## src/rtl/bubble_fifo.sv

```systemverilog
module bubble_fifo #(
  parameter int DEPTH = 16,
  parameter int WIDTH = 4
) (
  input  logic             clk,
  input  logic             rst,
  input  logic             shin,
  input  logic [WIDTH-1:0] din,
  output logic             in_rdy,
  input  logic             shout,
  input  logic             oe,
  output logic [WIDTH-1:0] dout,
  output logic             dout_en,
  output logic             out_rdy
);
  localparam int LAST = DEPTH - 1;

  logic [DEPTH-1:0]            mark;
  logic [DEPTH-1:0][WIDTH-1:0] word;
  logic [DEPTH-1:0][WIDTH-1:0] feed;
  logic [DEPTH-1:0]            move;
  logic [DEPTH-1:0]            clear;
  logic                        shin_q, shout_q;
  logic                        load, pop;

  assign load = shin & ~shin_q & ~mark[0];
  assign pop  = shout & ~shout_q & mark[LAST];

  assign move[0]     = load;
  assign feed[0]     = din;
  assign clear[LAST] = pop;

  genvar i;
  generate
    for (i = 1; i < DEPTH; i++) begin : g_link
      assign move[i]    = mark[i-1] & ~mark[i];
      assign feed[i]    = word[i-1];
      assign clear[i-1] = move[i];
    end
  endgenerate

  always_ff @(posedge clk) begin
    if (rst) begin
      mark    <= '0;
      shin_q  <= 1'b0;
      shout_q <= 1'b0;
    end else begin
      shin_q  <= shin;
      shout_q <= shout;
      mark    <= (mark | move) & ~clear;
    end
    for (int s = 0; s < DEPTH; s++)
      if (move[s]) word[s] <= feed[s];
  end

  assign in_rdy  = ~mark[0];
  assign out_rdy = mark[LAST];
  assign dout_en = oe;
  assign dout    = oe ? word[LAST] : '0;
endmodule

```

## config.mk

```make
export PLATFORM = sky130hd
export DESIGN_NAME = bubble_fifo
export DESIGN_NICKNAME = d
export VERILOG_FILES = /design/src/rtl/bubble_fifo.sv
export SDC_FILE = /design/constraint.sdc
export NUM_CORES = 1
export LEC_CHECK = 0
export BUFFER_PORTS_ARGS = -buffer_cell sky130_fd_sc_hd__buf_2
export CAP_MARGIN = 30
export CORE_ASPECT_RATIO = 1.25
export CORE_MARGIN = 2
export CORE_UTILIZATION = 45
export CTS_BUF_LIST = sky130_fd_sc_hd__clkbuf_16
export CTS_CLUSTER_SIZE = 24
export DETAILED_ROUTE_END_ITERATION = 7
export GPL_TIMING_DRIVEN = 1
export PLACE_DENSITY = 0.64
export SYNTH_ARGS = -nofsm -noshare
export SYNTH_HDL_FRONTEND = slang
export SYNTH_SLANG_ARGS = --single-unit
```

## constraint.sdc

```tcl
create_clock -name clk -period 1.1 [get_ports clk]
set_input_delay 0.165 -clock clk [delete_from_list [all_inputs] [get_ports clk]]
set_output_delay 0.165 -clock clk [all_outputs]
set_load 0.03 [all_outputs]
```

==> flow_metrics.tcl <==
set metrics [dict create \
    outcome "finished, violations left" \
    violations "setup timing" \
    grt_pass1_vias 1243 \
    vias 1173 \
    final_common_cell "edfxtp_1" \
    yosysSeqAreaShare_pct 85.2 \
    ys_types 13 \
    drive_gt1_share_pct 29.0 \
    cts_tree "yes" \
    drv_slew 0 \
    cp_num_buf_inv 1 \
    first_pass_iters 4 \
    io_buffers 15 \
    antenna_left 0 \
    nNetsFinal 190 \
    p_switching_mw 1.21 \
    synth-seq-cells 82 \
    busiest_layer "met2" \
    grt_overflow_total 0 \
    die_area_sq_mm 0.00659 \
    routed_wl_microns 3580 \
    layout_common_cells "edfxtp_1 (64), nor2_1 (16), dfxtp_1 (16)" \
    netlist_area_sq_mm 0.00268 \
    met3_usage_pct 4.69 \
    die_y_microns 90.3 \
    coreArea_sq_mm 0.00578 \
    cts-root-buf "clkbuf_16" \
    hp-class "in2reg" \
    rrSetupSlack_ns 0.06 \
    fin_ws_ns -0.0503 \
    rsz0062_at_grt "true" \
    cts.reportedPaths.clkPinSlew_ns 0.06 \
    insertion_delay_ns 0.33 \
    grt_max_degree 19 \
    worstMarginPinSlew_ns 0.323 \
    tns_ns -0.148 \
    clkPwrFrac_pct 45.4 \
    design.portCount 16 \
    slowest_stage "edfxtp_1" \
    drc_errors 0 \
    fp.dieW_microns 73.0 \
    viasPerCell 4.65 \
    stdcell_count 252 \
    synth_area_leader_cell "edfxtp_1" \
    switching_share_pct 19.0 \
    dpl.cell_count 232 \
    fin_crit_sh_pct 105 \
    power_mw 6.36 \
    fin_skew_ns 0.00465 \
    netlist.area_leader.share_pct 71.7 \
    cp-end-kind "primary output" \
    cts.htree.levels 3 \
    start_util_pct 46.4 \
    syn-instance-count 141 \
    crit_end "dout[3]" \
    crit_fanout 1 \
    p_leak_nw 1.17 \
    syn_nets 150 \
    max_stage_delay_ns 0.38 \
    rr_startpoint "mark[7]" \
    cts_sinks 82 \
    area_delta_synth_final_pct 23.0 \
    timing.rr.end "feed[39]" \
    critPathTopFamily "flip-flops" \
    fin_util_pct 57.0 \
    place.gp.congestion 0.686 \
    startpoint "word[63]" \
    pwr-share-seq_pct 52.8 \
    gr-usage-met1_pct 13.5 \
    grtUsageMet2_pct 19.0 \
    preCtsSetupSlack_ns 0.0223 \
    slew_headroom_pct 78.4 \
    finalHoldViolCount 0 \
    required_ns 0.94 \
    cp_data_arrival_time_ns 0.99 \
    drv_cap 0 \
    synthTopCellsByArea "edfxtp_1 (72%), dfxtp_1 (13%), mux2i_1 (5.2%)" \
    row_count 31 \
    grt_util_all_layers_pct 12.2 \
    ys_warn_count 0 \
    setup_violations 4 \
    combPwrFrac_pct 1.8 \
    period_minus_slack_ns 1.15 \
    vdd_drop_max_mv 1.02 \
    max_freq_mhz 869 \
    reg2reg_depth 2 \
    synth.avg_cell_area_sq_um 19.0 \
    min_from "shout" \
    drtIter0Drc 56 \
    cts_made_buffers 9 \
    grt_first_pass_wirelength_microns 5720 \
    fillerInstances 426 \
    cellInternalPower_mw 5.15 \
    cp-start-kind "flop" \
    postCtsSetupBuffers 0 \
    critical_path_class "reg2out" \
    crit_cells 2 \
    cp_cell_sequence "and2_4 > buf_6" \
    clock_path_buffers 2 \
    hpwl_microns 2260 \
    n_antenna_cell 0 \
    antenna_found_initial 0 \
    wire_per_inst_microns 14.2 \
    cellPowerDensity_mw_per_mm2 1930 \
]
-- cell usage after synthesis --
master / n
a311oi_1: 1
nor2_1: 16
o21ba_1: 1
mux2i_1: 14
nor2b_1: 16
nor3b_2: 1
and2_2: 1
dfxtp_1: 18
buf_6: 1
edfxtp_1: 64
buf_4: 2
and2_1: 4
inv_1: 2
-- logic make-up after synthesis --
family	count (synthesis)	synth area share [%]
flops	82	85.2
simple gates	38	7.66
mux	14	5.23
buf+inv	5	1.26
compound gates	2	0.700
-- per-layer routing --
metal  wire length (microns)  up-vias
li1                        -      587
met1                    1630      564
met2                    1760       17
met3                     111        5
met4                      82        0
met5                       0        -
-- power by group through the flow --
| stage | sequential, mW | clock [mW] | combinational [mW] |
|---|---|---|---|
| 5_1_grt | 3.36 | 3.10 | 0.122 |
| 3_5_place_dp | 3.42 | 0 | 0.0920 |
| 4_1_cts | 3.36 | 2.96 | 0.112 |
| 3_3_place_gp | 3.42 | 0 | 0.0890 |
| 6_report | 3.36 | 2.88 | 0.114 |
| 2_1_floorplan | 3.42 | 0 | 0.0614 |
-- sequential cells by signal (all words and copies together), names as in the netlist --
signal   flops
mark        16
shout_q      1
feed        60
shin_q       1
word         4
-- stage by stage --
step	instance area (sq um)	hold slack, ns
4_1_cts	3280	0.0311
2_1_floorplan	2680	0.264
3_5_place_dp	2910	0.344
3_3_place_gp	2910	0.346
5_1_grt	3300	0.0296
6_report	3300	0.0386
-- area by class of cell --
cell class | count | area (sq um) | area share (%)
clock buffer | 9 | 225 | 6.83
timing repair buffer | 32 | 243 | 7.37
inverter | 2 | 7.51 | 0.228
sequential | 82 | 2280 | 69.3
clock inverter | 7 | 71.3 | 2.16
tap | 66 | 82.6 | 2.51
multi-input combinational | 54 | 382 | 11.6
-- worst min-delay path by stage --
| stage | endpoint | slack (ns) | cells past startpoint |
|---|---|---|---|
| after floorplan | feed[4] | 0.26 | 0 |
| after global routing | mark[15] | 0.03 | 2 |
| after detailed placement | feed[7] | 0.34 | 1 |
| after CTS | mark[15] | 0.03 | 2 |
| after global placement | feed[6] | 0.35 | 1 |
| final | mark[15] | 0.04 | 2 |
-- repair_timing --
action	CTS	global route
hold buffers	4	0
endpoints found under the hold margin	4	0
endpoints found under the setup margin	6	18
gates resized for setup	14	6
pin swaps	3	0
Power figures use the tool's default switching activity.
